`src/rtl/pwm_pair_pkg.sv`:
```
package pwm_pair_pkg;

   // field codes in address bits [1:0] of a channel slot
   localparam logic [1:0] FLD_PERIOD = 2'd0;
   localparam logic [1:0] FLD_ACTIVE = 2'd1;
   localparam logic [1:0] FLD_CTRL   = 2'd2;

   // channel control bit positions
   localparam int CH_BYP_BIT  = 0;
   localparam int CH_KEXP_LSB = 1;

   // pair control bit positions
   localparam int PR_SEL_BIT  = 0;
   localparam int PR_GATE_BIT = 1;
   localparam int PR_MEXP_LSB = 2;

   typedef enum logic {
      SRC_A = 1'b0,
      SRC_B = 1'b1
   } src_sel_e;

endpackage

```
`src/rtl/pwm_pow2_div.sv`:
```
module pwm_pow2_div #(
   parameter int EXP_W = 3
) (
   input  logic             clk,
   input  logic             rst_n,
   input  logic             tick_i,
   input  logic [EXP_W-1:0] exp_i,
   output logic             tick_o
);
   localparam int DIV_W = (1 << EXP_W) - 1;

   if (EXP_W < 1 || EXP_W > 5) begin : g_bad_exp
      $error("pwm_pow2_div: EXP_W must lie in 1..5");
   end

   logic [DIV_W-1:0] cnt_q;
   logic [DIV_W-1:0] mask;

   always_comb begin
      mask   = DIV_W'((32'd1 << exp_i) - 32'd1);
      tick_o = tick_i && ((cnt_q & mask) == mask);
   end

   always_ff @(posedge clk or negedge rst_n) begin
      if (!rst_n)
         cnt_q <= '0;
      else if (tick_i)
         cnt_q <= cnt_q + 1'b1;
   end
endmodule

```
`src/rtl/pwm_chan.sv`:
```
module pwm_chan #(
   parameter int CNT_W = 16,
   parameter int EXP_W = 3
) (
   input  logic             clk,
   input  logic             rst_n,
   input  logic             pair_tick_i,
   input  logic             gate_i,
   input  logic             bypass_i,
   input  logic [EXP_W-1:0] k_exp_i,
   input  logic [CNT_W-1:0] period_i,
   input  logic [CNT_W-1:0] active_i,
   output logic             chan_tick_o,
   output logic             out_o
);
   logic             div_in;
   logic [CNT_W-1:0] cnt_q, per_q, act_q;
   logic [CNT_W:0]   cnt_nxt;
   logic             wrap;
   logic             level;

   // the second divider sees nothing while bypassed
   assign div_in = pair_tick_i & ~bypass_i;

   pwm_pow2_div #(.EXP_W(EXP_W)) u_kdiv (
      .clk    (clk),
      .rst_n  (rst_n),
      .tick_i (div_in),
      .exp_i  (k_exp_i),
      .tick_o (chan_tick_o)
   );

   always_comb begin
      cnt_nxt = {1'b0, cnt_q} + 1'b1;
      wrap    = cnt_nxt >= {1'b0, per_q};
      level   = cnt_q < act_q;
   end

   // shadow copies reload only at the period boundary
   always_ff @(posedge clk or negedge rst_n) begin
      if (!rst_n) begin
         cnt_q <= '0;
         per_q <= '0;
         act_q <= '0;
      end else if (chan_tick_o) begin
         if (wrap) begin
            cnt_q <= '0;
            per_q <= period_i;
            act_q <= active_i;
         end else begin
            cnt_q <= cnt_nxt[CNT_W-1:0];
         end
      end
   end

   always_ff @(posedge clk or negedge rst_n) begin
      if (!rst_n)
         out_o <= 1'b0;
      else if (!gate_i)
         out_o <= 1'b0;
      else if (bypass_i)
         out_o <= pair_tick_i;
      else
         out_o <= level;
   end
endmodule

```
`src/rtl/pwm_pair.sv`:
```
module pwm_pair
   import pwm_pair_pkg::*;
#(
   parameter int CNT_W = 16,
   parameter int EXP_W = 3
) (
   input  logic                       clk,
   input  logic                       rst_n,
   input  logic                       src_en_a,
   input  logic                       src_en_b,
   input  src_sel_e                   sel_i,
   input  logic                       gate_i,
   input  logic [EXP_W-1:0]           m_exp_i,
   input  logic [1:0]                 bypass_i,
   input  logic [1:0][EXP_W-1:0]      k_exp_i,
   input  logic [1:0][CNT_W-1:0]      period_i,
   input  logic [1:0][CNT_W-1:0]      active_i,
   output logic                       pair_tick_o,
   output logic [1:0]                 chan_tick_o,
   output logic [1:0]                 out_o
);
   logic src_tick;
   logic gated_tick;

   always_comb begin
      unique case (sel_i)
         SRC_A:   src_tick = src_en_a;
         SRC_B:   src_tick = src_en_b;
         default: src_tick = 1'b0;
      endcase
      gated_tick = src_tick & gate_i;
   end

   pwm_pow2_div #(.EXP_W(EXP_W)) u_mdiv (
      .clk    (clk),
      .rst_n  (rst_n),
      .tick_i (gated_tick),
      .exp_i  (m_exp_i),
      .tick_o (pair_tick_o)
   );

   for (genvar j = 0; j < 2; j++) begin : g_ch
      pwm_chan #(.CNT_W(CNT_W), .EXP_W(EXP_W)) u_ch (
         .clk         (clk),
         .rst_n       (rst_n),
         .pair_tick_i (pair_tick_o),
         .gate_i      (gate_i),
         .bypass_i    (bypass_i[j]),
         .k_exp_i     (k_exp_i[j]),
         .period_i    (period_i[j]),
         .active_i    (active_i[j]),
         .chan_tick_o (chan_tick_o[j]),
         .out_o       (out_o[j])
      );
   end
endmodule

```
`src/rtl/pwm_pair_bank.sv`:
```
module pwm_pair_bank
   import pwm_pair_pkg::*;
#(
   parameter int NUM_PAIRS = 3,
   parameter int CNT_W     = 16,
   parameter int EXP_W     = 3,
   parameter int ADDR_W    = 5,
   parameter int DATA_W    = 16
) (
   input  logic                     clk,
   input  logic                     rst_n,
   input  logic                     src_en_a,
   input  logic                     src_en_b,
   input  logic                     wr_en,
   input  logic [ADDR_W-1:0]        wr_addr,
   input  logic [DATA_W-1:0]        wr_data,
   output logic [2*NUM_PAIRS-1:0]   pwm_out
);
   localparam int NUM_CH    = 2 * NUM_PAIRS;
   localparam int PAIR_BASE = 4 * NUM_CH;
   localparam int SLOT_W    = ADDR_W - 2;

   if (NUM_PAIRS < 1) begin : g_bad_pairs
      $error("pwm_pair_bank: NUM_PAIRS must be at least 1");
   end
   if (PAIR_BASE + NUM_PAIRS > (1 << ADDR_W)) begin : g_bad_addr
      $error("pwm_pair_bank: ADDR_W too small for the register map");
   end
   if (DATA_W < CNT_W || DATA_W < PR_MEXP_LSB + EXP_W) begin : g_bad_data
      $error("pwm_pair_bank: DATA_W too narrow for its fields");
   end

   logic [NUM_PAIRS-1:0]             pair_sel_q;
   logic [NUM_PAIRS-1:0]             pair_gate_q;
   logic [NUM_PAIRS-1:0][EXP_W-1:0]  pair_mexp_q;
   logic [NUM_CH-1:0]                chan_byp_q;
   logic [NUM_CH-1:0][EXP_W-1:0]     chan_kexp_q;
   logic [NUM_CH-1:0][CNT_W-1:0]     chan_per_q;
   logic [NUM_CH-1:0][CNT_W-1:0]     chan_act_q;
   logic [NUM_PAIRS-1:0]             pair_tick;
   logic [NUM_CH-1:0]                chan_tick;

   logic [SLOT_W-1:0] slot;
   logic [1:0]        field;
   logic              unused_data;

   assign slot        = wr_addr[ADDR_W-1:2];
   assign field       = wr_addr[1:0];
   assign unused_data = ^wr_data;

   for (genvar c = 0; c < NUM_CH; c++) begin : g_chreg
      logic hit;
      assign hit = wr_en && (slot == SLOT_W'(c));
      always_ff @(posedge clk or negedge rst_n) begin
         if (!rst_n) begin
            chan_per_q[c]  <= '0;
            chan_act_q[c]  <= '0;
            chan_byp_q[c]  <= 1'b0;
            chan_kexp_q[c] <= '0;
         end else if (hit) begin
            case (field)
               FLD_PERIOD: chan_per_q[c] <= wr_data[CNT_W-1:0];
               FLD_ACTIVE: chan_act_q[c] <= wr_data[CNT_W-1:0];
               FLD_CTRL: begin
                  chan_byp_q[c]  <= wr_data[CH_BYP_BIT];
                  chan_kexp_q[c] <= wr_data[CH_KEXP_LSB +: EXP_W];
               end
               default: ;
            endcase
         end
      end
   end

   for (genvar p = 0; p < NUM_PAIRS; p++) begin : g_pair
      logic hit;
      assign hit = wr_en && (wr_addr == ADDR_W'(PAIR_BASE + p));
      always_ff @(posedge clk or negedge rst_n) begin
         if (!rst_n) begin
            pair_sel_q[p]  <= 1'b0;
            pair_gate_q[p] <= 1'b0;
            pair_mexp_q[p] <= '0;
         end else if (hit) begin
            pair_sel_q[p]  <= wr_data[PR_SEL_BIT];
            pair_gate_q[p] <= wr_data[PR_GATE_BIT];
            pair_mexp_q[p] <= wr_data[PR_MEXP_LSB +: EXP_W];
         end
      end

      pwm_pair #(.CNT_W(CNT_W), .EXP_W(EXP_W)) u_pair (
         .clk         (clk),
         .rst_n       (rst_n),
         .src_en_a    (src_en_a),
         .src_en_b    (src_en_b),
         .sel_i       (src_sel_e'(pair_sel_q[p])),
         .gate_i      (pair_gate_q[p]),
         .m_exp_i     (pair_mexp_q[p]),
         .bypass_i    (chan_byp_q[2*p+1 -: 2]),
         .k_exp_i     (chan_kexp_q[2*p+1 -: 2]),
         .period_i    (chan_per_q[2*p+1 -: 2]),
         .active_i    (chan_act_q[2*p+1 -: 2]),
         .pair_tick_o (pair_tick[p]),
         .chan_tick_o (chan_tick[2*p+1 -: 2]),
         .out_o       (pwm_out[2*p+1 -: 2])
      );
   end
endmodule

```
`config.mk`:
```
export PLATFORM = sky130hd
export DESIGN_NAME = pwm_pair_bank
export DESIGN_NICKNAME = d
export VERILOG_FILES = /design/src/rtl/pwm_pair_pkg.sv /design/src/rtl/pwm_pow2_div.sv /design/src/rtl/pwm_chan.sv /design/src/rtl/pwm_pair.sv /design/src/rtl/pwm_pair_bank.sv
export SDC_FILE = /design/constraint.sdc
export NUM_CORES = 1
export LEC_CHECK = 0
export BUFFER_PORTS_ARGS = -buffer_cell sky130_fd_sc_hd__buf_2
export CAP_MARGIN = 20
export CORE_MARGIN = 8
export CORE_UTILIZATION = 56
export CTS_BUF_LIST = sky130_fd_sc_hd__clkbuf_4 sky130_fd_sc_hd__clkbuf_8
export DETAILED_ROUTE_END_ITERATION = 12
export GPL_TIMING_DRIVEN = 1
export HOLD_SLACK_MARGIN = 0.03
export PLACE_DENSITY = 0.72
export SLEW_MARGIN = 10
export SYNTH_ARGS = -nofsm -noshare
export SYNTH_HDL_FRONTEND = slang
export SYNTH_HIERARCHICAL = 1
export SYNTH_SLANG_ARGS = --single-unit
export TNS_END_PERCENT = 10
```
`constraint.sdc`:
```
create_clock -name clk -period 10 [get_ports clk]
set_input_delay 2.5 -clock clk [delete_from_list [all_inputs] [get_ports clk]]
set_output_delay 2.5 -clock clk [all_outputs]
set_load 0.05 [all_outputs]
```
==> run metrics, run 1 <==
flops & latches, synth approximately 600; top cells by count, synth dfrtp_1, mux2_2, inv_1; Max-Cap Viols 0; worst-skew pair later-pin latency a little under 700 ps; post-DR vias/cell 5.75; area grow syn2layout 9.01%; cell taking the most area after synthesis dfrtp_1; Resized Gates After CTS 0; Worst-Margin Slew between 1000 and 1500 ps; Max IR drop VDD roughly 0.14 mV; critical path arrival around 6500 ps; Finished Layout Cells between 3,000 and 4,000; crit share post-route 58.7%; most frequent cell after synthesis dfrtp_1; clock tree buffer depth 3; DRC violations left 0; critical path class input port to flip-flop; Critical Path RT around 11,000 ps; run status finished clean; Yosys cell types 58; Hold Buf Count CTS 0; area of the multi-input gates ~0.015 mm2; largest cells by area after synthesis dfrtp_1, mux2_4, mux2_2; CTS H-tree lvls 3; Mean Syn Cell Area around 12 um2; crit-path cells buf_2 > mux2i_1 > nor2b_1 > o221ai_1 > nor4_2 > nor2b_1 > o221ai_1 > nor4_2 > buf_4 > clkinv_1 > nor2_2 > a22o_1; ys flop type dfrtp_1; worst hold path type flip-flop to flip-flop; die width between 200 and 300 um; CTS tree yes; Pleak 16.6 nW; largest net degree at the start of global routing around 190; top achievable clock speed 170 MHz; design area ~0.034 mm2; syn nets 2,866; Clock Sinks 588; I/O pin cnt 32; final hold vios 0; RSZ-0062 raised after global routing false; placed cell count ~3,300; ys async rst share 100%; Reg clk slew, reported paths about 60 ps; Core ar. 0.0561 mm2; PortBufs 31; Seq/Total Area, Yosys 46.7%; Remaining Overflow, GRT 0; cts bufs inserted 98; max_slew headroom about a quarter; slowest CP cell nor4_2; Min Hold Slack roughly 480 ps; pwr dens ~180 mW/mm2; crit-path max cell delay 600 ps; Initial Utilization 56.3%; WL per Instance roughly 19 um; cell family with most CP delay simple AND/OR/NAND/NOR gates; Final min period 5870 ps; startpoint types input port; setup_tns 0 ps; EDFF count, synth 0; First-pass DRT Iterations 5; via count of the first global-routing pass roughly 21,000; share of layout cells above drive strength 1 27.0%; WL final 68,500 um; Post-DP Area 0.0322 mm2; CP endpoint kind flip-flop; row count 87; Crit Reg-Reg Startpoint pair_mexp_q[2]$_DFFE_PN0P_; Syn Inst Count 2,630; crit-path max FO 17; Vias between 20,000 and 25,000; Post-DP HPWL approximately 45,000 um; DRT antenna net count 0; Die Height between 200 and 300 um; FF+latch area ~0.015 mm2; CP startpoint src_en_a; Die Area between 0.06 and 0.07 mm2; post-layout util between 60 and 70%; post-synth top area share 46.7%; initial drt markers roughly 1,100; setup violators final 0; min-delay src chan_act_q[82]$_DFFE_PN0P_; gp weighted congestion ~0.84; yosys warns 6; Slew Limit Fails 0; global-route wire length before repair 112,000 um; initial antenna violation count 8; Mapped Area 0.0315 mm2; post-CTS setup repair buffer count 0; fill cell count between 4,000 and 5,000; Layout Nets 2,921; CP bufs+invs 3; total track usage around 22%; Worst Clk Skew 25.8 ps; CTS root buf clkbuf_8
==> layout make-up <==
cell class | instances | share of cell area, %
Multi-Input combinational cell | 1727 | 44.8
Antenna cell | 4 | 0.0291
Timing Repair Buffer | 42 | 0.852
Clock inverter | 28 | 0.688
Inverter | 228 | 2.49
Sequential cell | 588 | 42.8
Tap cell | 756 | 2.75
Clock buffer | 153 | 5.54
==> stage by stage <==
stage | setup slack (ps) | power, mW
after floorplan | 4700 | 3.53
after global placement | 3530 | 3.73
after detailed placement | 3540 | 3.80
after CTS | 4250 | 6.10
after global routing | 3920 | 6.33
final | 4130 | 6.03
==> flip-flops by register name (all words and copies together), names as in the netlist <==
name / cells
pair_gate_q: 3
g_pair.u_pair/g_ch.u_ch/cnt_q: 96
g_pair.u_pair/g_ch.u_ch/act_q: 96
g_pair.u_pair/g_ch.u_ch/u_kdiv/cnt_q: 42
chan_act_q: 96
pair_mexp_q: 9
g_pair.u_pair/g_ch.u_ch/out_o: 6
g_pair.u_pair/g_ch.u_ch/per_q: 96
chan_byp_q: 6
pair_sel_q: 3
g_pair.u_pair/u_mdiv/cnt_q: 21
chan_kexp_q: 18
chan_per_q: 96
==> cell families after synthesis <==
group / share of synthesized area [%]
adders and majority gates: 8.33
and+or+nand+nor: 9.97
DFF: 46.7
AOI/OAI and AO/OA: 8.38
buffers and inverters: 4.46
muxes: 18.1
xor gates and xnor gates: 4.08
==> power by group <==
group / internal (mW) / switching (mW) / leakage (nW)
clock network: 1.29 / 0.982 / 1.13
registers: 2.64 / 0.219 / 7.91
logic: 0.429 / 0.467 / 7.52
total: 4.37 / 1.67 / 16.6
==> layout by cell type, fill, tap and decap left out, types with 18 or more instances in the layout <==
cell	instances
a21o_1	24
and3_1	21
o2bb2ai_1	36
ha_1	210
clkbuf_8	121
clkbuf_4	32
nand4_1	42
xor2_1	60
nor3b_1	18
nand2_1	131
nor3_1	33
o21ai_0	81
xnor2_1	87
nand3_1	60
a22o_1	54
buf_2	30
dfrtp_1	588
mux2_4	200
mux2_2	238
a21oi_1	57
inv_1	213
and4_1	18
nor2b_1	38
nor2_1	112
==> metal layers <==
metal	wire length, um	vias up	GRT usage, %
li1	-	9482	-
met1	30900	10200	28.9
met2	32600	410	35.2
met3	3060	144	4.31
met4	1870	4	7.25
met5	27	-	0
==> worst paths after layout <==
| check | end | slack (ps) | cells after the start |
|---|---|---|---|
| worst max-delay path | g_pair[2].u_pair/g_ch[0].u_ch/cnt_q[12]$_DFFE_PN0P_ | 4130 | 12 |
| worst min-delay path | g_pair[2].u_pair/g_ch[1].u_ch/act_q[2]$_DFFE_PN0P_ | 480 | 1 |
| worst max register to register | g_pair[0].u_pair/g_ch[1].u_ch/cnt_q[0]$_DFFE_PN0P_ | 5230 | 12 |
| worst min register to register | g_pair[2].u_pair/g_ch[1].u_ch/act_q[2]$_DFFE_PN0P_ | 480 | 1 |
| max in group asynchronous | chan_per_q[93]$_DFFE_PN0P_ | 6550 | 2 |
| min in group asynchronous | g_pair[0].u_pair/g_ch[0].u_ch/act_q[3]$_DFFE_PN0P_ | 1860 | 1 |
Power figures use the tool's default switching activity.
==> run 2, diff against run 1 <==
PLACE_DENSITY = 0.75   (was 0.72)
clock period = 4.8 ns   (was 10 ns; I/O delays follow)
==> run 2 against run 1 <==
  * Clock skew fell by 1.1 ps
  * Cell count rose by 0.23%
  * Global-route usage fell by 0.18 points
  * Utilization rose by 0.23 points
  * Critical path depth fell by 1
  * Register-to-register slack got worse by 4900 ps
  * Routed wire length fell by 1.4%
  * Worst setup slack got worse by 3800 ps
  * Largest cell class unchanged
==> run metrics, run 2 (synthesis gave the netlist of run 1 again) <==
run status finished clean; slowest CP cell nor4_2; WL per Instance 19.1 um (-1.6%); crit share post-route 93.5%; crit-path cells or3_1 > ha_1 > nor3b_1 > o32a_1 > nor4_2 > nor2b_1 > o221ai_1 > nor4_2 > buf_4 > nand2_4 > mux2_4; Worst-Margin Slew 1110 ps (-32.1 ps); Critical Path RT 5370 ps (-5240 ps); Post-DP Area 0.0324 mm2 (+0.48%); commonest non-fill, non-tap cell in the layout dfrtp_1; Clk network pwr share 37.8% (about the same); setup_tns 0 ps (unchanged); initial antenna violation count 4 (-4); largest net degree at the start of global routing 90 (-51%); PortBufs 31 (unchanged); Resized Gates After CTS 0 (unchanged); worst hold path type flip-flop to flip-flop; area of the multi-input gates 0.0154 mm2 (about the same); CTS H-tree lvls 3 (unchanged); CP endpoint kind flip-flop; Final min period ~4500 ps; design area 0.0345 mm2 (+0.37%); cell internal pwr 9.17 mW (+110%); CTS tree yes; Die Height 253 um (unchanged); Core ar. 0.0561 mm2 (unchanged); top achievable clock speed around 220 MHz; DRC violations left 0 (unchanged); area grow syn2layout 9.42%; max_slew headroom 25.7% (+2.1 points); Die Area 0.0642 mm2 (unchanged); fill cell count 4,292 (-2.1%); cts bufs inserted 95 (-3.1%); total track usage 21.5% (-0.18 points); critical path class flip-flop to flip-flop; crit-path max cell delay 480 ps (-120 ps); initial drt markers 1,385 (+23%); Max-Cap Viols 0 (unchanged); Initial Utilization 56.3% (unchanged); startpoint types flip-flop; gp weighted congestion 0.848 (+0.43%); CTS root buf clkbuf_8; Slew Limit Fails 0 (unchanged); Layout Nets 2,931 (+0.34%); Max IR drop VDD 0.235 mV (+64%); post-DR vias/cell 5.73 (-0.19%); setup violators final 0 (unchanged); pwr dens 367 mW/mm2 (+110%); critical path arrival 5060 ps (-1420 ps); I/O pin cnt 32 (unchanged); Hold Buf Count CTS 0 (unchanged); Reg clk slew, reported paths 70 ps (about the same); via count of the first global-routing pass 21,300 (+1.3%); clock tree buffer depth 3 (unchanged); most frequent cell on the critical path nor4_2; die width 253 um (unchanged); post-CTS setup repair buffer count 0 (unchanged); Remaining Overflow, GRT 0 (unchanged); Gate power share 15.0% (about the same); Clock Sinks 588 (unchanged); Worst Clk Skew 24.6 ps (-1.15 ps); Pleak 16.7 nW (+0.56%); crit-path max FO 32 (+15); global-route wire length before repair 112,000 um (unchanged); commonest cells after routing, fill and taps aside dfrtp_1, mux2_2, inv_1; FF+latch area 0.0147 mm2 (unchanged); worst-skew pair later-pin latency 700 ps (about the same); final hold vios 0 (unchanged); Post-DP HPWL 44,600 um (about the same); share of layout cells above drive strength 1 27.2% (+0.24 points); DRT antenna net count 0 (unchanged); sequential share of power 47.2% (-0.3 points); Vias 20,300 (+0.039%); RSZ-0062 raised after global routing false; Switching Share 27.6% (-0.049 points); First-pass DRT Iterations 5 (unchanged); Net Switching 3.49 mW (+110%); row count 87 (unchanged); WL final 67,500 um (-1.4%)
run 2: cell types whose count changed in the layout (fill, tap and decap cells not counted), sizes merged:
cell and delta:
clkinvlp -5, diode -1, buf +13, clkinv -2, clkbuf +2, bufinv +1
run 2: final timing paths:
check,start,end,slack [ps],cells past startpoint
min in group asynchronous,rst_n,g_pair[0].u_pair/g_ch[1].u_ch/cnt_q[14]$_DFFE_PN0P_,510,1
max reg2reg,pair_mexp_q[8]$_DFFE_PN0P_,g_pair[2].u_pair/g_ch[1].u_ch/act_q[10]$_DFFE_PN0P_,310,11
max in group asynchronous,rst_n,g_pair[0].u_pair/g_ch[1].u_ch/per_q[1]$_DFFE_PN0P_,3320,2
max,pair_mexp_q[8]$_DFFE_PN0P_,g_pair[2].u_pair/g_ch[1].u_ch/act_q[10]$_DFFE_PN0P_,310,11
min reg2reg,g_pair[2].u_pair/g_ch[1].u_ch/u_kdiv/cnt_q[5]$_DFFE_PN0P_,g_pair[2].u_pair/g_ch[1].u_ch/u_kdiv/cnt_q[5]$_DFFE_PN0P_,490,1
min,g_pair[2].u_pair/g_ch[1].u_ch/u_kdiv/cnt_q[5]$_DFFE_PN0P_,g_pair[2].u_pair/g_ch[1].u_ch/u_kdiv/cnt_q[5]$_DFFE_PN0P_,490,1
run 2: area by class of cell:
cell class | count | share of cell area (%)
diodes | 3 | 0.0218
clock buffers | 155 | 5.57
clock inverters | 22 | 0.635
inverters | 228 | 2.48
multi-input cells | 1727 | 44.7
flip-flops and latches | 588 | 42.6
well taps | 756 | 2.74
repair buffers | 55 | 1.22
run 2: worst max-delay path, delay by kind of cell, from the launching register on:
kind | cells | cell delay (ps)
AND/OR/NAND/NOR | 6 | 2290
AO/OA/AOI/OAI | 2 | 560
flip-flops | 1 | 470
multiplexers | 1 | 450
adder cells (fa/ha/maj) | 1 | 290
buffers and inverters | 1 | 290
run 2: metrics by stage:
stage	setup WS, ps	hold slack, ps	instances	total power, mW	utilization (%)
floorplan	798	464	2630	7.35	-
global placement	237	482	3354	7.80	57.7
detailed placement	37.9	485	3354	7.96	57.7
CTS	322	497	3531	12.8	61.5
global route	41.0	511	3533	13.3	61.5
finish	312	494	3534	12.7	61.5
run 2: layer usage:
metal	share of wire [%]	GRT usage (%)	up-vias	wire (um)
met4	3.0	7.41	0	2030
li1	-	-	9486	-
met5	0	0	-	0
met1	46	28.5	10200	30700
met2	48	35.2	390	32100
met3	3.9	3.87	144	2650
run 2: power by group through the flow:
stage	Clock [mW]	Sequential (mW)	Combinational (mW)
6_report	4.79	5.97	1.90
5_1_grt	5.13	6.05	2.11
4_1_cts	4.91	5.97	1.91
3_5_place_dp	0	6.05	1.90
3_3_place_gp	0	6.00	1.79
2_1_floorplan	0	5.91	1.44
==> run 3, diff against run 2 <==
REMOVE_ABC_BUFFERS = 1   (was not set)
==> run 3 against run 2 <==
  * Register-to-register slack got worse by 80 ps
  * Die area unchanged
  * Non-clock buffer count fell by 1
  * Routed wire length rose by 0.59%
  * Worst hold slack worse by 18 ps
  * Sequential cell count stayed put
  * Largest power group unchanged
  * Sequential share of layout area up 0.063 points
  * Power hardly changed
  * Maximum frequency down 1.9%
  * Cell count decreased by 0.23%
  * Critical path type unchanged
  * Worst setup slack got worse by 85 ps
  * Combinational power about the same
  * Highest routed layer unchanged
==> run metrics, run 3 (synthesis gave the netlist of run 1 again) <==
run status finished clean; Clock Sinks 588 (unchanged); cts bufs inserted 98 (+3.2%); Worst Clk Skew 40.6 ps (+16.0 ps); row count 87 (unchanged); CTS root buf clkbuf_8; Vias 20,300 (+0.39%); DRT antenna net count 0 (unchanged); Min Hold Slack 476 ps (-18.1 ps); Post-DP HPWL 44,700 um (+0.15%); worst-skew pair later-pin latency 710 ps (about the same); Pleak 16.6 nW (-0.16%); First-pass DRT Iterations 5 (unchanged); commonest cells after routing, fill and taps aside dfrtp_1, mux2_2, inv_1; via count of the first global-routing pass 21,300 (+0.080%); Critical Path RT 5420 ps (+50 ps); largest net degree at the start of global routing 130 (+44%); CTS tree yes; critical path arrival 5200 ps (+140 ps); DRC violations left 0 (unchanged); RSZ-0062 raised after global routing false; WL per Instance 19.3 um (+0.82%); commonest non-fill, non-tap cell in the layout dfrtp_1; Remaining Overflow, GRT 0 (unchanged); Worst-Margin Slew 1040 ps (-76.1 ps); Hold Buf Count CTS 0 (unchanged); die width 253 um (unchanged); Resized Gates After CTS 0 (unchanged); total track usage 21.7% (+0.21 points); pwr dens 368 mW/mm2 (+0.22%); Max-Cap Viols 0 (unchanged); Die Area 0.0642 mm2 (unchanged); Initial Utilization 56.3% (unchanged); Reg clk slew, reported paths 60 ps (about the same); I/O pin cnt 32 (unchanged); post-CTS setup repair buffer count 0 (unchanged); critical path class flip-flop to flip-flop; setup_tns 0 ps (unchanged); CTS H-tree lvls 3 (unchanged); WL final 67,900 um (+0.59%); Die Height 253 um (unchanged); initial drt markers 1,099 (-21%); share of layout cells above drive strength 1 27.0% (-0.18 points); crit share post-route 95.3% (+1.8 points); crit-path max FO 10 (-69%); Slew Limit Fails 0 (unchanged); PortBufs 31 (unchanged); gp weighted congestion 0.856 (+0.92%); initial antenna violation count 2 (-2); global-route wire length before repair 113,000 um (+0.75%); final hold vios 0 (unchanged); max_slew headroom 30.7% (+5.0 points); top achievable clock speed 219 MHz (-1.9%); fill cell count 4,294 (+0.047%); startpoint types flip-flop; CP endpoint kind flip-flop; post-layout util 61.5% (-0.091 points); post-DR vias/cell 5.77 (+0.62%); Layout Nets 2,933 (+0.068%); worst hold path type flip-flop to flip-flop; area grow syn2layout 9.25%; Max IR drop VDD 0.272 mV (+16%); setup violators final 0 (unchanged); clock tree buffer depth 3 (unchanged); Core ar. 0.0561 mm2 (unchanged); R2R setup slack 230 ps (-80 ps); Final min period 4570 ps (+84.7 ps)
## run 3: power by group
group	switching (mW)	total, mW	internal (mW)	leakage, nW
logic	0.988	1.91	0.919	7.59
registers	0.465	5.97	5.51	7.91
clock network	2.09	4.79	2.70	1.14
## run 3: per-layer routing
| layer | vias to the layer above | share of wire (%) | GRT usage [%] |
|---|---|---|---|
| met4 | 0 | 2.8 | 7.59 |
| met2 | 403 | 48 | 35.8 |
| met5 | - | 0 | 0 |
| met3 | 131 | 4.2 | 2.98 |
| met1 | 10300 | 45 | 29.1 |
| li1 | 9490 | - | - |
## run 3: final timing paths
path | endpoint | cells past startpoint | start
setup / recovery | g_pair[2].u_pair/g_ch[0].u_ch/cnt_q[13]$_DFFE_PN0P_ | 11 | pair_mexp_q[8]$_DFFE_PN0P_
hold reg to reg | g_pair[2].u_pair/g_ch[0].u_ch/act_q[6]$_DFFE_PN0P_ | 1 | chan_act_q[70]$_DFFE_PN0P_
max in group asynchronous | g_pair[1].u_pair/g_ch[0].u_ch/u_kdiv/cnt_q[5]$_DFFE_PN0P_ | 2 | rst_n
setup reg to reg | g_pair[2].u_pair/g_ch[0].u_ch/cnt_q[13]$_DFFE_PN0P_ | 11 | pair_mexp_q[8]$_DFFE_PN0P_
hold / removal | g_pair[2].u_pair/g_ch[0].u_ch/act_q[6]$_DFFE_PN0P_ | 1 | chan_act_q[70]$_DFFE_PN0P_
min in group asynchronous | chan_act_q[13]$_DFFE_PN0P_ | 1 | rst_n
## run 3: worst max-delay path: stages, from the launching register on
cell and delay (ps):
dfrtp_1 470, or3_1 410, ha_1 300, nor3b_1 180, o32a_1 340, nor4_2 360, nor2b_1 400, o221ai_1 230
nor4_2 630, clkinv_1 440, nor2_2 510, a22o_1 220
## run 3: final cells by class
class	instances	area, um2	share of cell area, %
clock inverters	19	224	0.650
flip-flops and latches	588	14700	42.7
well taps	756	946	2.75
multi-input cells	1727	15400	44.7
diodes	2	5.00	0.0145
repair buffers	54	388	1.13
clock buffers	152	1900	5.53
inverters	228	856	2.48
## run 3: stage by stage
step	cells	cell area, um2	setup slack [ps]	power [mW]
floorplan	2543	31000	187	7.29
global placement	3353	32300	178	7.81
detailed placement	3353	32300	115	7.96
CTS	3524	34400	248	12.8
global route	3525	34500	21.8	13.3
finish	3526	34500	228	12.7
